--- config.mk ---
export PLATFORM = sky130hd
export DESIGN_NAME = sync_serial_port
export DESIGN_NICKNAME = d
export VERILOG_FILES = /design/src/rtl/ssp_pkg.sv /design/src/rtl/ssp_sync.sv /design/src/rtl/ssp_clkdiv.sv /design/src/rtl/ssp_rx.sv /design/src/rtl/ssp_tx.sv /design/src/rtl/sync_serial_port.sv
export SDC_FILE = /design/constraint.sdc
export NUM_CORES = 1
export LEC_CHECK = 0
export BUFFER_PORTS_ARGS = -buffer_cell sky130_fd_sc_hd__buf_2
export CAP_MARGIN = 25
export CELL_PAD_IN_SITES_DETAIL_PLACEMENT = 1
export CELL_PAD_IN_SITES_GLOBAL_PLACEMENT = 2
export CORE_MARGIN = 2
export CORE_UTILIZATION = 32
export DETAILED_ROUTE_END_ITERATION = 10
export PLACE_DENSITY = 0.71
export SLEW_MARGIN = 20
export SYNTH_ARGS = -nofsm -noshare
export SYNTH_HDL_FRONTEND = slang
export SYNTH_HIERARCHICAL = 1
export SYNTH_SLANG_ARGS = --single-unit
--- constraint.sdc ---
create_clock -name clk -period 1.8 [get_ports clk]
set_input_delay 0 -clock clk [delete_from_list [all_inputs] [get_ports clk]]
set_output_delay 0 -clock clk [all_outputs]
set_load 0.02 [all_outputs]
--- src/rtl/ssp_pkg.sv ---
package ssp_pkg;
  typedef enum logic [1:0] {
    PH_IDLE  = 2'd0,
    PH_ARMED = 2'd1,
    PH_BUSY  = 2'd2
  } ph_t;
endpackage

--- src/rtl/ssp_sync.sv ---
// Multi-bit level synchronizer for asynchronous serial pins.
module ssp_sync #(
  parameter int WIDTH  = 5,
  parameter int STAGES = 2
) (
  input  logic             clk,
  input  logic             rst,
  input  logic [WIDTH-1:0] pins,
  output logic [WIDTH-1:0] lvl
);
  logic [WIDTH-1:0] stg [STAGES];

  always_ff @(posedge clk) begin
    if (rst) stg[0] <= '0;
    else     stg[0] <= pins;
  end

  for (genvar s = 1; s < STAGES; s++) begin : g_stage
    always_ff @(posedge clk) begin
      if (rst) stg[s] <= '0;
      else     stg[s] <= stg[s-1];
    end
  end

  assign lvl = stg[STAGES-1];
endmodule

--- src/rtl/ssp_clkdiv.sv ---
// Free-running divider: output period is 2**DIV_LOG2 machine clocks.
module ssp_clkdiv #(
  parameter int DIV_LOG2 = 2
) (
  input  logic clk,
  input  logic rst,
  output logic sclk,
  output logic rise_evt
);
  localparam logic [DIV_LOG2-1:0] PRE_RISE = DIV_LOG2'((1 << (DIV_LOG2 - 1)) - 1);

  logic [DIV_LOG2-1:0] cnt, cnt_nx;

  always_comb begin
    cnt_nx   = cnt + 1'b1;
    rise_evt = (cnt == PRE_RISE);   // sclk rises at this edge
  end

  always_ff @(posedge clk) begin
    if (rst) begin
      cnt  <= '0;
      sclk <= 1'b0;
    end else begin
      cnt  <= cnt_nx;
      sclk <= cnt_nx[DIV_LOG2-1];
    end
  end
endmodule

--- src/rtl/ssp_rx.sv ---
// Receive shifter: one bit per falling serial-clock event.
module ssp_rx import ssp_pkg::*; #(
  parameter int WORD_W = 16
) (
  input  logic              clk,
  input  logic              rst,
  input  logic              bit_evt,
  input  logic              fs,
  input  logic              dat,
  input  logic              wide,
  input  logic              frame_each,
  input  logic              rd,
  output logic [WORD_W-1:0] word,
  output logic              ready
);
  localparam int HALF = WORD_W / 2;
  localparam int CW   = $clog2(WORD_W + 1);
  localparam logic [CW-1:0] LEN_W = CW'(WORD_W);
  localparam logic [CW-1:0] LEN_N = CW'(HALF);

  ph_t               ph;
  logic [WORD_W-1:0] sh, sh_nx, done_word;
  logic [CW-1:0]     cnt, len;
  logic              last;

  always_comb begin
    sh_nx     = {sh[WORD_W-2:0], dat};
    len       = wide ? LEN_W : LEN_N;
    last      = (cnt == len - CW'(1));
    done_word = wide ? sh_nx : {{HALF{1'b0}}, sh_nx[HALF-1:0]};
  end

  always_ff @(posedge clk) begin
    if (rst) begin
      ph    <= PH_IDLE;
      sh    <= '0;
      cnt   <= '0;
      word  <= '0;
      ready <= 1'b0;
    end else begin
      if (rd) ready <= 1'b0;
      if (bit_evt) begin
        case (ph)
          PH_IDLE:  if (fs) ph <= PH_ARMED;
          PH_ARMED: if (!fs) begin
            sh  <= sh_nx;
            cnt <= CW'(1);
            ph  <= PH_BUSY;
          end
          PH_BUSY: begin
            sh <= sh_nx;
            if (last) begin
              word  <= done_word;
              ready <= 1'b1;                 // wins over rd
              cnt   <= '0;
              if (frame_each) ph <= fs ? PH_ARMED : PH_IDLE;
            end else begin
              cnt <= cnt + CW'(1);
            end
          end
          default: ph <= PH_IDLE;
        endcase
      end
    end
  end
endmodule

--- src/rtl/ssp_tx.sv ---
// Transmit holding register and shifter: one bit per rising serial-clock event.
module ssp_tx import ssp_pkg::*; #(
  parameter int WORD_W = 16
) (
  input  logic              clk,
  input  logic              rst,
  input  logic              bit_evt,
  input  logic              fs,
  input  logic              wide,
  input  logic              frame_each,
  input  logic              wr,
  input  logic [WORD_W-1:0] wr_data,
  output logic              dat,
  output logic              oe,
  output logic              ready
);
  localparam int HALF = WORD_W / 2;
  localparam int CW   = $clog2(WORD_W + 1);
  localparam logic [CW-1:0] LEN_W = CW'(WORD_W);
  localparam logic [CW-1:0] LEN_N = CW'(HALF);

  ph_t               ph;
  logic [WORD_W-1:0] hold_q, sh, aligned;
  logic [CW-1:0]     cnt, len;
  logic              last, full, start_go, chain_go, copy_go;

  always_comb begin
    len      = wide ? LEN_W : LEN_N;
    last     = (cnt == len);
    full     = !ready;
    aligned  = wide ? hold_q : {hold_q[HALF-1:0], {HALF{1'b0}}};
    start_go = (ph == PH_ARMED) && !fs && full;
    chain_go = (ph == PH_BUSY) && last && !frame_each && full;
    copy_go  = bit_evt && (start_go || chain_go);
  end

  assign dat = sh[WORD_W-1];

  always_ff @(posedge clk) begin
    if (rst) begin
      ph     <= PH_IDLE;
      hold_q <= '0;
      sh     <= '0;
      cnt    <= '0;
      oe     <= 1'b0;
      ready  <= 1'b1;
    end else begin
      if (copy_go) begin
        sh    <= aligned;
        cnt   <= CW'(1);
        oe    <= 1'b1;
        ph    <= PH_BUSY;
        ready <= 1'b1;
      end else if (bit_evt) begin
        case (ph)
          PH_IDLE:  if (fs && full) ph <= PH_ARMED;
          PH_ARMED: if (!fs) ph <= PH_IDLE;
          PH_BUSY: begin
            if (last) begin
              sh  <= '0;
              oe  <= 1'b0;
              cnt <= '0;
              ph  <= (frame_each && fs && full) ? PH_ARMED : PH_IDLE;
            end else begin
              sh  <= {sh[WORD_W-2:0], 1'b0};
              cnt <= cnt + CW'(1);
            end
          end
          default: ph <= PH_IDLE;
        endcase
      end
      if (wr) begin                          // write wins over copy
        hold_q <= wr_data;
        ready  <= 1'b0;
      end
    end
  end
endmodule

--- src/rtl/sync_serial_port.sv ---
module sync_serial_port #(
  parameter int WORD_W      = 16,
  parameter int SYNC_STAGES = 2,
  parameter int DIV_LOG2    = 2
) (
  input  logic              clk,
  input  logic              rst,
  input  logic              cfg_clk_int,
  input  logic              cfg_frame_each,
  input  logic              cfg_wide,
  input  logic              rx_clk_pin,
  input  logic              rx_fs_pin,
  input  logic              rx_dat_pin,
  input  logic              rx_rd,
  output logic [WORD_W-1:0] rx_data,
  output logic              rx_ready,
  input  logic              tx_clk_in,
  input  logic              tx_fs_pin,
  input  logic              tx_wr,
  input  logic [WORD_W-1:0] tx_data,
  output logic              tx_clk_out,
  output logic              tx_clk_oe,
  output logic              tx_ready,
  output logic              tx_dat_out,
  output logic              tx_dat_oe
);
  localparam int NPIN  = 5;
  localparam int I_RXC = 0;
  localparam int I_RXF = 1;
  localparam int I_RXD = 2;
  localparam int I_TXC = 3;
  localparam int I_TXF = 4;

  logic [NPIN-1:0] pin_raw, pin_lvl;
  logic rxc_prev, txc_prev;
  logic rx_fall, txc_ext_rise, int_rise, tx_evt;

  assign pin_raw = {tx_fs_pin, tx_clk_in, rx_dat_pin, rx_fs_pin, rx_clk_pin};

  ssp_sync #(.WIDTH(NPIN), .STAGES(SYNC_STAGES)) u_sync (
    .clk (clk),
    .rst (rst),
    .pins(pin_raw),
    .lvl (pin_lvl)
  );

  always_ff @(posedge clk) begin
    if (rst) begin
      rxc_prev  <= 1'b0;
      txc_prev  <= 1'b0;
      tx_clk_oe <= 1'b0;
    end else begin
      rxc_prev  <= pin_lvl[I_RXC];
      txc_prev  <= pin_lvl[I_TXC];
      tx_clk_oe <= cfg_clk_int;
    end
  end

  always_comb begin
    rx_fall      = rxc_prev & ~pin_lvl[I_RXC];
    txc_ext_rise = pin_lvl[I_TXC] & ~txc_prev;
    tx_evt       = cfg_clk_int ? int_rise : txc_ext_rise;
  end

  ssp_clkdiv #(.DIV_LOG2(DIV_LOG2)) u_div (
    .clk     (clk),
    .rst     (rst),
    .sclk    (tx_clk_out),
    .rise_evt(int_rise)
  );

  ssp_rx #(.WORD_W(WORD_W)) u_rx (
    .clk       (clk),
    .rst       (rst),
    .bit_evt   (rx_fall),
    .fs        (pin_lvl[I_RXF]),
    .dat       (pin_lvl[I_RXD]),
    .wide      (cfg_wide),
    .frame_each(cfg_frame_each),
    .rd        (rx_rd),
    .word      (rx_data),
    .ready     (rx_ready)
  );

  ssp_tx #(.WORD_W(WORD_W)) u_tx (
    .clk       (clk),
    .rst       (rst),
    .bit_evt   (tx_evt),
    .fs        (pin_lvl[I_TXF]),
    .wide      (cfg_wide),
    .frame_each(cfg_frame_each),
    .wr        (tx_wr),
    .wr_data   (tx_data),
    .dat       (tx_dat_out),
    .oe        (tx_dat_oe),
    .ready     (tx_ready)
  );
endmodule

Word level (Yosys, flattened, before mapping)
Memories as Yosys holds them, arrays and structs flattened.
Cells that the tools add are included.
Operators by class
  add/subtract/negate cells: 4
  eq/ne operators: 17
  mux-type cells: 45
  bitwise logic cells: 6
  reductions and logical operators: 29
Operator list (number)
  two-way mux 16 bit: 6
  two-way mux 5 bit: 6
  one-hot mux 15 bit (2 select lines): 1
  two-way mux 1 bit: 19
  two-way mux 2 bit: 9
  two-way mux 15 bit: 1
  one-hot mux 2 bit (3 select lines): 2
  adder 5 x 1 -> 5 bit, second input constant: 2
  equality test 5 bit: 2
  one-hot mux 5 bit (2 select lines): 1
  nonzero test 2 bit: 5
  logical AND 1 bit: 9
  AND reduction 3 bit: 3
  inequality test 2 bit, second input constant: 4
  AND reduction 4 bit: 2
  equality test 2 x 1 -> 1 bit, second input constant: 3
  inequality test 2 x 1 -> 1 bit, second input constant: 3
  inequality test 3 x 1 -> 1 bit, second input constant: 2
  AND reduction 5 bit: 1
  subtractor 5 x 1 -> 5 bit, second input constant: 1
  equality test 2 bit, second input constant: 2
  logical NOT 2 bit: 2
  AND reduction 2 bit: 2
  logical NOT 1 bit: 3
  other kinds (7): 10
Storage, ports and cells
  flip-flop bits (word level): 86
  bits in writable memories: 10
  input bits: 28
  word-level logic and storage cells: 120
  memories: 1
Memory list
  u_sync.stg: words 2, bits a word 5, rd ports 2, clocked after Yosys merged registers in 0, write ports 2, line ssp_sync.sv:11  | logic [WIDTH-1:0] stg [STAGES];

Depth between registers and ports, before layout
Gate-level depths: netlist of run 1.
  word-level depth: 9
  mapped depth: 10
  depth with buffers taken out: 8

By module
Netlist of run 1, hierarchy kept.
Modules (own cells, without submodules)
  ssp_tx: times used 1, cells an instance 206, area an instance 1976.9 um^2, seq. area each 820.8 um^2
  ssp_rx: times used 1, cells an instance 190, area an instance 1569.0 um^2, seq. area each 780.7 um^2
  ssp_sync: times used 1, cells an instance 20, area an instance 262.8 um^2, seq. area each 200.2 um^2
  sync_serial_port: times used 1, cells an instance 10, area an instance 111.4 um^2, seq. area each 60.1 um^2
  ssp_clkdiv: times used 1, cells an instance 6, area an instance 63.8 um^2, seq. area each 40.0 um^2

Worst setup path after synthesis of run 1
No wires, ideal clock.
  kind: flip-flop to flip-flop
  from: reg u_div/sclk (netlist name)
  to: reg u_tx.ph[1]
  setup time: 0.138 ns
  data arrival time: 1.781 ns
  required time: 1.662 ns
  slack: -0.119 ns
  cell stages (with the launch flop): 10
  buffers on the path: 1
  period minus slack after synthesis: 1.919 ns
  cells stage by stage: dfxtp_1 -> inv_1 -> ha_1 -> nand2_1 -> o21ai_2 -> and4bb_2 -> and2_1 -> buf_2 -> a2111oi_0 -> a211oi_1
RTL lines
  end signal, assigned: line ssp_tx.sv:63  | ph <= (frame_each && fs && full) ? PH_ARMED : PH_IDLE;
  end, declared: line ssp_tx.sv:22  | ph_t ph;

Worst setup path after layout of run 1
  from: reg u_tx.cnt[4]
  to: reg u_tx.sh[6]
Between the ends
  longest elaborated chain between the ends: 8
  elaborated cells on any way between the ends: 13
  classes of those cells: 1 x eq/ne; 4 x mux; 8 x reduce/logical
RTL lines
  start, declared: line ssp_tx.sv:24  | logic [CW-1:0] cnt, len;
  start signal, assigned: line ssp_tx.sv:66  | cnt <= cnt + CW'(1);
  equality test 5 bit *: line ssp_tx.sv:29  | last = (cnt == len);
  logical AND 1 bit (3 in series): line ssp_tx.sv:33  | chain_go = (ph == PH_BUSY) && last && !frame_each && full;
  logical OR 1 bit: line ssp_tx.sv:34  | copy_go = bit_evt && (start_go || chain_go);
  logical AND 1 bit: line ssp_tx.sv:34
  nonzero test 2 bit (no line)
  AND reduction 2 bit (no line)
  end signal, assigned: line ssp_tx.sv:49  | sh <= aligned;
  end signal, assigned: line ssp_tx.sv:65  | sh <= {sh[WORD_W-2:0], 1'b0};
  end, declared: line ssp_tx.sv:23  | logic [WORD_W-1:0] hold_q, sh, aligned;
Every way passes the cells marked *; elsewhere a longest branch is shown, timed or not. The select of a mux whose other input is x is not followed.
A chain may end at the register's enable or synchronous reset.

==> results of run 1 <==
-- cell families after synthesis --
logic type | Yosys count | share of synthesized area (%)
flip-flops | 95 | 47.74
adder cells (fa/ha/maj) | 4 | 1.256
multiplexers | 25 | 6.564
AO/OA/AOI/OAI | 100 | 17.84
buffers and inverters | 40 | 5.464
AND/OR/NAND/NOR | 164 | 20.07
XOR/XNOR | 4 | 1.068
-- per-stage QoR --
| stage | utilization [%] | hold slack [ps] |
|---|---|---|
| final | 42.46 | 18.91 |
| after global routing | 42.46 | 22.51 |
| after CTS | 41.98 | 6.397 |
| after detailed placement | 37.65 | 214.2 |
| after global placement | 37.65 | 207.3 |
| after floorplan | - | 57.08 |
-- final cells by class --
type,count,area share [%]
sequential,95,37.23
tap,168,4.105
clock buffer,13,5.082
clock inverter,1,0.09773
timing repair buffer,102,15.64
multi-input combinational,297,37.19
inverter,9,0.6597
-- metal layers --
layer	GRT usage (%)	vias up	part of all wire, %
met5	0	-	0
met3	3.923	12	2.9
li1	-	1673	-
met1	19.44	1563	47
met2	25.34	35	48
met4	6.185	0	1.8
-- synth_stat cells (4+ instances only) --
master                     instances  area [µm²]
sky130_fd_sc_hd__inv_1             9       33.78
sky130_fd_sc_hd__nor2b_1          17       106.4
sky130_fd_sc_hd__mux2_2            9       101.4
sky130_fd_sc_hd__nand4_1           4       25.02
sky130_fd_sc_hd__buf_4             6       45.04
sky130_fd_sc_hd__a21oi_1          44       220.2
sky130_fd_sc_hd__o21ai_0          11       55.05
sky130_fd_sc_hd__buf_2             9       45.04
sky130_fd_sc_hd__a311oi_2          8       120.1
sky130_fd_sc_hd__a32oi_1           9       78.83
sky130_fd_sc_hd__ha_1              4       50.05
sky130_fd_sc_hd__nand3_1          19       95.09
sky130_fd_sc_hd__clkbuf_1         12       45.04
sky130_fd_sc_hd__nor2_1           33       123.9
sky130_fd_sc_hd__dfxtp_1          95        1902
sky130_fd_sc_hd__o211ai_1          8       60.06
sky130_fd_sc_hd__mux2i_1          16       160.2
sky130_fd_sc_hd__nand2_1          66       247.7
-- power by group through the flow --
| stage | combinational (mW) | sequential [mW] | clock (mW) |
|---|---|---|---|
| 4_1_cts | 0.260 | 2.17 | 1.85 |
| 2_1_floorplan | 0.128 | 2.22 | 0 |
| 3_5_place_dp | 0.217 | 2.22 | 0 |
| 3_3_place_gp | 0.214 | 2.22 | 0 |
| 5_1_grt | 0.288 | 2.18 | 1.93 |
| 6_report | 0.259 | 2.17 | 1.77 |
-- sequential cells by signal, summed over array words and instances (netlist names) --
signal,cells
u_rx/word,16
u_rx/ready,1
u_div/sclk,1
u_rx/cnt,5
u_tx/sh,16
txc_prev,1
u_div/cnt,1
u_tx/ph,2
u_tx/ready,1
u_tx/oe,1
u_sync/stg,10
u_tx/hold_q,16
u_rx/ph,2
u_tx/cnt,5
u_rx/sh,15
tx_clk_oe,1
rxc_prev,1
-- critical path, delay by kind of cell (launching register included) --
family          cells  cell delay, ps
flops               1             310
buf+inv             1             210
compound gates      3             780
simple gates        1             420
-- timing repair --
item                       CTS  global route
setup endpoints to repair   15            18
gates cloned                 0             1
hold buffers                24             0
pin swaps                    2             2
hold endpoints to repair    24             0
resized for setup            6            12
-- path summary, 6_finish.rpt --
kind / startpoint / endpoint / slack, ps / cells after the start
worst max register to register: u_tx/cnt[4] / u_tx/sh[6] / -20 / 5
worst min-delay path: rst / u_div/cnt[0] / 20 / 2
worst min register to register: u_div/cnt[0] / u_div/cnt[0] / 420 / 1
worst max-delay path: u_tx/cnt[4] / u_tx/sh[6] / -20 / 5
==> report_table.html, run 1 <==
<table>
<tr><th>Metric</th><th>Value</th></tr>
<tr><th colspan="2">Synth</th></tr>
<tr><td>Main synth FF type</td><td>sky130_fd_sc_hd__dfxtp_1</td></tr>
<tr><td>Syn Nets</td><td>between 400 and 500</td></tr>
<tr><td>Async set-or-reset flop fraction in the synthesized netlist</td><td>0%</td></tr>
<tr><td>Sequential fraction of the synthesis area</td><td>between 40% and 50%</td></tr>
<tr><td>Number of warnings reported in the yosys synthesis log</td><td>6</td></tr>
<tr><td>Cell Area, Synth</td><td>between 0.003 and 0.004 mm²</td></tr>
<tr><td>Distinct cell type count after synthesis</td><td>49</td></tr>
<tr><td>Syn Area/Cell</td><td>9.222 µm²</td></tr>
<tr><td>#FFs+latches synth</td><td>95</td></tr>
<tr><td>Count of flip-flops with a built-in enable after synthesis</td><td>0</td></tr>
<tr><td>Post-synthesis instance total</td><td>roughly 430</td></tr>
<tr><th colspan="2">Placement</th></tr>
<tr><td>Worst slack, placed</td><td>-115.6 ps</td></tr>
<tr><td>Count of port buffers added during placement</td><td>slightly below 50</td></tr>
<tr><td>Final HPWL DP</td><td>~6300 µm</td></tr>
<tr><td>GP Congestion</td><td>roughly 0.80</td></tr>
<tr><td>Inst Count DP</td><td>between 600 and 700</td></tr>
<tr><td>Cell Area, Placed</td><td>roughly 0.0045 mm²</td></tr>
<tr><th colspan="2">STA</th></tr>
<tr><td>Setup slack after layout</td><td>-15.32 ps</td></tr>
<tr><td>Slew at the pin closest to its max-slew limit</td><td>approximately 550 ps</td></tr>
<tr><td>Hold Vio Cnt, Final</td><td>0</td></tr>
<tr><td>Highest clock rate</td><td>between 0.5 and 0.6 GHz</td></tr>
<tr><td>Final setup TNS</td><td>-15.32 ps</td></tr>
<tr><td>Minimum period implied by the final worst setup slack</td><td>approximately 1800 ps</td></tr>
<tr><td>Fin Clk Skew</td><td>4.704 ps</td></tr>
<tr><td>Worst slew slack as a fraction of its limit</td><td>between 60 and 70%</td></tr>
<tr><td>Total setup violations reported at the end of the flow</td><td>1</td></tr>
<tr><td>Final-report max-slew violation count</td><td>0</td></tr>
<tr><td>Fin crit share</td><td>100.9%</td></tr>
<tr><td>RSZ-0062 raised after global routing</td><td>yes</td></tr>
<tr><th colspan="2">Flow run</th></tr>
<tr><td>Maxcap violations</td><td>0</td></tr>
<tr><th colspan="2">Floorplan</th></tr>
<tr><td>Initial cell density of the core</td><td>33.03%</td></tr>
<tr><td>IO Count</td><td>50</td></tr>
<tr><td>Site Rows</td><td>40</td></tr>
<tr><td>Chip Width</td><td>approximately 120 µm</td></tr>
<tr><td>Die ar.</td><td>between 0.01 and 0.015 mm²</td></tr>
<tr><td>Die H</td><td>approximately 120 µm</td></tr>
<tr><td>Core Footprint</td><td>between 0.01 and 0.015 mm²</td></tr>
<tr><th colspan="2">CTS</th></tr>
<tr><td>Post-CTS Setup Inserts</td><td>0</td></tr>
<tr><td>Master cell of the clock root buffer</td><td>sky130_fd_sc_hd__clkbuf_16</td></tr>
<tr><td>Number of levels the H-tree was split into</td><td>3</td></tr>
<tr><td>Number of buffers created by CTS</td><td>9</td></tr>
<tr><td>Clock tree from TritonCTS</td><td>yes</td></tr>
<tr><td>CTS clock-pin slew for the worst setup and hold paths</td><td>around 60 ps</td></tr>
<tr><td>Buffers from clock root to sink, at most</td><td>2</td></tr>
<tr><td>Clock latency on the worst-skew pair</td><td>roughly 350 ps</td></tr>
<tr><td>Sinks on Clock Net</td><td>95</td></tr>
<tr><th colspan="2">Cells and area</th></tr>
<tr><td>Most common cell after layout, fill and taps aside</td><td>sky130_fd_sc_hd__dfxtp_1</td></tr>
<tr><td>Combined area of the multi-input logic cells</td><td>about 0.0019 mm²</td></tr>
<tr><td>Cell area after layout</td><td>0.005121 mm²</td></tr>
<tr><td>Highest-count cells in the layout ignoring fill and taps</td><td>93 x sky130_fd_sc_hd__dfxtp_1, 66 x sky130_fd_sc_hd__nand2_1, 48 x sky130_fd_sc_hd__buf_2, 44 x sky130_fd_sc_hd__a21oi_1, 33 x sky130_fd_sc_hd__nor2_1</td></tr>
<tr><td>Area overhead of the layout relative to synthesis</td><td>28.55%</td></tr>
<tr><td>Diode count</td><td>0</td></tr>
<tr><td>FF+latch area</td><td>between 0.0015 and 0.002 mm²</td></tr>
<tr><td>Final #Nets</td><td>around 550</td></tr>
<tr><td>Non-filler cells in the finished layout</td><td>685</td></tr>
<tr><td>Ratio of cells with drive above 1 in the final layout</td><td>25.15%</td></tr>
<tr><td>Fillers</td><td>roughly 1,400</td></tr>
<tr><th colspan="2">Detailed routing</th></tr>
<tr><td>Iteration-0 DRC Markers</td><td>between 100 and 150</td></tr>
<tr><td>Via count</td><td>3,283</td></tr>
<tr><td>Via/cell ratio</td><td>about 4.8</td></tr>
<tr><td>Count of unresolved DRC violations after routing</td><td>0</td></tr>
<tr><td>Per-cell routed wire length</td><td>between 10 and 15 µm</td></tr>
<tr><td>Post-Route WL</td><td>around 9600 µm</td></tr>
<tr><td>Total iterations of the first detailed-routing run</td><td>4</td></tr>
<tr><td>Post-route antenna net violation count</td><td>0</td></tr>
<tr><th colspan="2">Global route</th></tr>
<tr><td>Number of antenna violations at the first check in global routing</td><td>0</td></tr>
<tr><td>First-pass GRT wire length</td><td>16,090 µm</td></tr>
<tr><td>All-layer global routing usage</td><td>between 10% and 20%</td></tr>
<tr><td>Via count of the first global-routing pass</td><td>~3,300</td></tr>
<tr><td>Maximum number of pins on one net before global-route repair</td><td>48</td></tr>
<tr><td>Overall overflow remaining after global route</td><td>0</td></tr>
<tr><th colspan="2">Outcome</th></tr>
<tr><td>Violated checks</td><td>setup timing</td></tr>
<tr><td>Result of the run</td><td>finished with violations</td></tr>
<tr><th colspan="2">Power and ir drop</th></tr>
<tr><td>Clock network power share</td><td>a little over two fifths</td></tr>
<tr><td>Maximum resistive drop on vdd</td><td>roughly 0.32 mV</td></tr>
<tr><td>Total power divided by cell area</td><td>between 800 and 900 mW/mm²</td></tr>
<tr><td>Overall power of the completed layout</td><td>around 4.2 mW</td></tr>
<tr><td>Cell leakage power</td><td>1.937 nW</td></tr>
<tr><td>Proportion of total power due to net switching</td><td>approximately 22%</td></tr>
<tr><td>Combinational share of power</td><td>around 6.2%</td></tr>
<tr><td>Part of the total power dissipated in sequential elements</td><td>51.7%</td></tr>
<tr><td>Int Power</td><td>about 3.3 mW</td></tr>
<tr><td>Net switching power of the design</td><td>between 0.9 and 1 mW</td></tr>
<tr><th colspan="2">Setup path</th></tr>
<tr><td>Crit path required time</td><td>around 2100 ps</td></tr>
<tr><td>Worst Path Class, Setup</td><td>register to register</td></tr>
<tr><td>Worst-path fanout max</td><td>16</td></tr>
<tr><td>Critical path, cell by cell</td><td>or3b_4 &gt; a2111oi_4 &gt; buf_12 &gt; o211ai_1 &gt; a311oi_2</td></tr>
<tr><td>Startpoint class of the critical path</td><td>register</td></tr>
<tr><td>Slowest cell on crit path</td><td>sky130_fd_sc_hd__or3b_4</td></tr>
<tr><td>CP Data Arrival Time</td><td>~2100 ps</td></tr>
<tr><td>Stage delay of the slowest cell on the critical path</td><td>approximately 420 ps</td></tr>
<tr><td>Kind of end point of the critical path</td><td>register</td></tr>
<tr><th colspan="2">Min path</th></tr>
<tr><td>Class of the tightest hold or removal check</td><td>primary input to register</td></tr>
</table>
No activity file was read; power rests on OpenSTA's default activity.
==> run 2, diff against run 1 <==
==> constraint.sdc (replaced) <==
create_clock -name clk -period 1.5 [get_ports clk]
set_input_delay 0 -clock clk [delete_from_list [all_inputs] [get_ports clk]]
set_output_delay 0 -clock clk [all_outputs]
set_load 0.02 [all_outputs]
==> run 2 against run 1 <==
Effect of this change:
- the flow still finishes with violations (setup timing)
- global-route usage rose by 1.3 points
- cell area rose by 8.3%
- critical path depth rose by 4
- setup slack got worse by 270 ps
- final cell count rose by 3.8%
- clock skew rose by 1.3 ps
- combinational power rose by 39%
- register-to-register slack got worse by 270 ps
- largest power group unchanged
- highest routed layer unchanged
==> report_table.html, run 2 (synthesis results as in run 1) <==
<table>
<tr><th>Metric</th><th>Value</th></tr>
<tr><th colspan="2">Setup path</th></tr>
<tr><td>Worst path bufs/invs</td><td>3 (+2)</td></tr>
<tr><td>Kind of end point of the critical path</td><td>register</td></tr>
<tr><td>Worst flop-to-flop path startpoint</td><td>u_div/sclk</td></tr>
<tr><td>Critical path, cell by cell</td><td>inv_2 &gt; ha_4 &gt; nand2_4 &gt; o21ai_4 &gt; buf_4 &gt; and3b_2 &gt; a21o_4 &gt; clkbuf_16 &gt; a311oi_2</td></tr>
<tr><td>Crit path required time</td><td>1760 ps (-290 ps)</td></tr>
<tr><td>Stage delay of the slowest cell on the critical path</td><td>340 ps (-80 ps)</td></tr>
<tr><td>Worst reg2reg path endpoint</td><td>u_tx/sh[4]</td></tr>
<tr><td>CP Data Arrival Time</td><td>2040 ps (-30 ps)</td></tr>
<tr><td>Length in cells of the worst reg-to-reg path</td><td>9 (+4)</td></tr>
<tr><td>Slowest cell on crit path</td><td>sky130_fd_sc_hd__dfxtp_4</td></tr>
<tr><td>Worst-path fanout max</td><td>8 (-8)</td></tr>
<tr><td>Startpoint class of the critical path</td><td>register</td></tr>
<tr><td>Worst Path Class, Setup</td><td>register to register</td></tr>
<tr><td>Flop2flop setup slack</td><td>-280 ps (-270 ps)</td></tr>
<tr><td>Kind of cell adding the most delay to the critical path</td><td>compound AO/OA/AOI/OAI gates</td></tr>
<tr><th colspan="2">Power and ir drop</th></tr>
<tr><td>Total power divided by cell area</td><td>958.3 mW/mm² (+17%)</td></tr>
<tr><td>Net switching power of the design</td><td>1.182 mW (+27%)</td></tr>
<tr><td>Cell leakage power</td><td>2.128 nW (+9.8%)</td></tr>
<tr><td>Overall power of the completed layout</td><td>5.313 mW (+26%)</td></tr>
<tr><td>Clock network power share</td><td>44.1% (+2.0 points)</td></tr>
<tr><td>Proportion of total power due to net switching</td><td>22.24% (+0.15 points)</td></tr>
<tr><td>Combinational share of power</td><td>6.8% (+0.6 points)</td></tr>
<tr><td>Int Power</td><td>4.131 mW (+26%)</td></tr>
<tr><td>Maximum resistive drop on vdd</td><td>0.6278 mV (+97%)</td></tr>
<tr><td>Part of the total power dissipated in sequential elements</td><td>49.1% (-2.6 points)</td></tr>
<tr><th colspan="2">Global route</th></tr>
<tr><td>Overall overflow remaining after global route</td><td>0 (unchanged)</td></tr>
<tr><td>All-layer global routing usage</td><td>16.76% (+1.3 points)</td></tr>
<tr><td>Number of antenna violations at the first check in global routing</td><td>0 (unchanged)</td></tr>
<tr><td>Maximum number of pins on one net before global-route repair</td><td>48 (unchanged)</td></tr>
<tr><td>Via count of the first global-routing pass</td><td>3,469 (+5.8%)</td></tr>
<tr><td>First-pass GRT wire length</td><td>17,570 µm (+9.2%)</td></tr>
<tr><th colspan="2">STA</th></tr>
<tr><td>Worst slew slack as a fraction of its limit</td><td>64.77% (+1.5 points)</td></tr>
<tr><td>Highest clock rate</td><td>0.5603 GHz (+1.7%)</td></tr>
<tr><td>Minimum period implied by the final worst setup slack</td><td>1785 ps (-30.52 ps)</td></tr>
<tr><td>Final-report max-slew violation count</td><td>0 (unchanged)</td></tr>
<tr><td>Fin crit share</td><td>119.0% (+18 points)</td></tr>
<tr><td>Slew at the pin closest to its max-slew limit</td><td>528.5 ps (-22.04 ps)</td></tr>
<tr><td>Total setup violations reported at the end of the flow</td><td>25 (+24)</td></tr>
<tr><td>Setup slack after layout</td><td>-284.8 ps (-269.5 ps)</td></tr>
<tr><td>Hold Vio Cnt, Final</td><td>0 (unchanged)</td></tr>
<tr><td>Fin Clk Skew</td><td>6.034 ps (+1.329 ps)</td></tr>
<tr><td>RSZ-0062 raised after global routing</td><td>yes</td></tr>
<tr><th colspan="2">CTS</th></tr>
<tr><td>Buffers from clock root to sink, at most</td><td>2 (unchanged)</td></tr>
<tr><td>Number of buffers created by CTS</td><td>9 (unchanged)</td></tr>
<tr><td>Number of levels the H-tree was split into</td><td>3 (unchanged)</td></tr>
<tr><td>Sinks on Clock Net</td><td>95 (unchanged)</td></tr>
<tr><td>CTS clock-pin slew for the worst setup and hold paths</td><td>70 ps (about the same)</td></tr>
<tr><td>Clock tree from TritonCTS</td><td>yes</td></tr>
<tr><td>Master cell of the clock root buffer</td><td>sky130_fd_sc_hd__clkbuf_16</td></tr>
<tr><td>Clock latency on the worst-skew pair</td><td>340 ps (about the same)</td></tr>
<tr><th colspan="2">Cells and area</th></tr>
<tr><td>Highest-count cells in the layout ignoring fill and taps</td><td>89 x sky130_fd_sc_hd__dfxtp_1, 63 x sky130_fd_sc_hd__nand2_1, 49 x sky130_fd_sc_hd__buf_2, 41 x sky130_fd_sc_hd__a21oi_1, 37 x sky130_fd_sc_hd__buf_4</td></tr>
<tr><td>Fillers</td><td>1,377 (-0.79%)</td></tr>
<tr><td>Combined area of the multi-input logic cells</td><td>0.002028 mm² (+6.5%)</td></tr>
<tr><td>Registers with the most flip-flops</td><td>u_rx/word x16, u_tx/hold_q x16, u_tx/sh x16</td></tr>
<tr><td>Diode count</td><td>0 (unchanged)</td></tr>
<tr><td>Util after Layout</td><td>45.96% (+3.5 points)</td></tr>
<tr><td>Final #Nets</td><td>570 (+4.4%)</td></tr>
<tr><td>Area overhead of the layout relative to synthesis</td><td>39.16%</td></tr>
<tr><td>Ratio of cells with drive above 1 in the final layout</td><td>33.70% (+8.6 points)</td></tr>
<tr><td>FF+latch area</td><td>0.001912 mm² (+0.26%)</td></tr>
<tr><td>Most common cell after layout, fill and taps aside</td><td>sky130_fd_sc_hd__dfxtp_1</td></tr>
<tr><th colspan="2">Detailed routing</th></tr>
<tr><td>Count of unresolved DRC violations after routing</td><td>0 (unchanged)</td></tr>
<tr><td>Per-cell routed wire length</td><td>15.40 µm (+10%)</td></tr>
<tr><td>Iteration-0 DRC Markers</td><td>145 (+25%)</td></tr>
<tr><td>Post-route antenna net violation count</td><td>0 (unchanged)</td></tr>
<tr><td>Via count</td><td>3,465 (+5.5%)</td></tr>
<tr><td>Total iterations of the first detailed-routing run</td><td>5 (+1)</td></tr>
<tr><td>Via/cell ratio</td><td>4.873 (+1.7%)</td></tr>
<tr><td>Post-Route WL</td><td>10,950 µm (+14%)</td></tr>
<tr><th colspan="2">Min path</th></tr>
<tr><td>Cell depth of the worst min-delay path</td><td>2 (unchanged)</td></tr>
<tr><td>Class of the tightest hold or removal check</td><td>primary input to register</td></tr>
<tr><td>Hold Crit Endpoint</td><td>u_tx/oe</td></tr>
<tr><td>Worst Min Path Start</td><td>rst</td></tr>
<tr><th colspan="2">Floorplan</th></tr>
<tr><td>Die H</td><td>115.6 µm (unchanged)</td></tr>
<tr><td>IO Count</td><td>50 (unchanged)</td></tr>
<tr><td>Initial cell density of the core</td><td>33.03% (unchanged)</td></tr>
<tr><td>Core Footprint</td><td>0.01206 mm² (unchanged)</td></tr>
<tr><td>Site Rows</td><td>40 (unchanged)</td></tr>
<tr><td>Chip Width</td><td>115.6 µm (unchanged)</td></tr>
<tr><td>Die ar.</td><td>0.01336 mm² (unchanged)</td></tr>
<tr><th colspan="2">Placement</th></tr>
<tr><td>GP Congestion</td><td>0.7605 (-4.9%)</td></tr>
<tr><td>Count of port buffers added during placement</td><td>49 (unchanged)</td></tr>
<tr><td>Final HPWL DP</td><td>7038 µm (+12%)</td></tr>
<tr><th colspan="2">Outcome</th></tr>
<tr><td>Result of the run</td><td>finished with violations</td></tr>
<tr><td>Violated checks</td><td>setup timing</td></tr>
<tr><th colspan="2">Flow run</th></tr>
<tr><td>Maxcap violations</td><td>0 (unchanged)</td></tr>
</table>
==> run 2: changes by cell type in the layout (fill, tap and decap cells not counted), sizes merged <==
cell	previous run	this run
bufinv	0	1
clkinv	1	3
buf	77	100
==> run 2: area by class of cell <==
| class | count | area share [%] |
|---|---|---|
| inverter | 9 | 0.6093 |
| tap | 168 | 3.791 |
| sequential | 95 | 34.48 |
| multi-input combinational | 297 | 36.58 |
| timing repair buffer | 126 | 19.09 |
| clock inverter | 4 | 0.8125 |
| clock buffer | 12 | 4.626 |
==> run 2: worst max-delay path by stage <==
| stage | startpoint | end | slack [ps] | depth (start not counted) |
|---|---|---|---|---|
| finish | u_div/sclk | u_tx/sh[4] | -280 | 9 |
| global route | u_div/sclk | u_tx/sh[7] | -350 | 9 |
| CTS | u_div/sclk | u_tx/ph[0] | -270 | 8 |
| floorplan | u_div/sclk | u_tx/ph[0] | -170 | 8 |
| global placement | u_tx/cnt[3] | u_tx/sh[7] | -200 | 5 |
| detailed placement | u_div/sclk | u_tx/ph[0] | -280 | 8 |
==> run 2: metal layers <==
layer	vias to the layer above	track usage, %	routed length, µm
met2	49	25.26	5122
met1	1687	23.87	5323
li1	1717	-	-
met4	0	6.506	178
met3	12	2.929	321
met5	-	0	0
==> run 2: power groups by stage <==
stage                     Combinational (mW)  Sequential (mW)  Clock [mW]
after floorplan                        0.164             2.66           0
after global placement                 0.282             2.66           0
after detailed placement               0.290             2.66           0
after CTS                              0.345             2.61        2.40
after global routing                   0.393             2.61        2.54
final                                  0.359             2.61        2.35
==> run 2: timing repair <==
action                                 CTS  global route
endpoints found under the hold margin   24             0
pin swaps                                3            13
resized for setup                        8            25
setup endpoints to repair               28            44
buffers inserted                         1             5
hold buffers                            24             0
gates cloned                             0             2
==> run 2: per-stage QoR <==
| stage | setup WS (ps) | cells | hold slack (ps) | area [µm²] | TNS (ps) |
|---|---|---|---|---|---|
| 3_3_place_gp | -195.1 | 663 | 212.3 | 4772 | -3286 |
| 2_1_floorplan | -173.8 | 432 | 57.08 | 4086 | -2798 |
| 3_5_place_dp | -278.9 | 663 | 216.9 | 4772 | -4089 |
| 5_1_grt | -348.4 | 711 | 98.33 | 5544 | -6894 |
| 6_report | -284.8 | 711 | 86.16 | 5544 | -4772 |
| 4_1_cts | -266.2 | 704 | 63.59 | 5351 | -4257 |
==> run 2: worst reg2reg max path, cell delays in order (launching register included) <==
cell                        delay, ps
sky130_fd_sc_hd__dfxtp_4          340
sky130_fd_sc_hd__inv_2             40
sky130_fd_sc_hd__ha_4             150
sky130_fd_sc_hd__nand2_4           70
sky130_fd_sc_hd__o21ai_4           60
sky130_fd_sc_hd__buf_4            130
sky130_fd_sc_hd__and3b_2          250
sky130_fd_sc_hd__a21o_4           220
sky130_fd_sc_hd__clkbuf_16        170
sky130_fd_sc_hd__a311oi_2         260
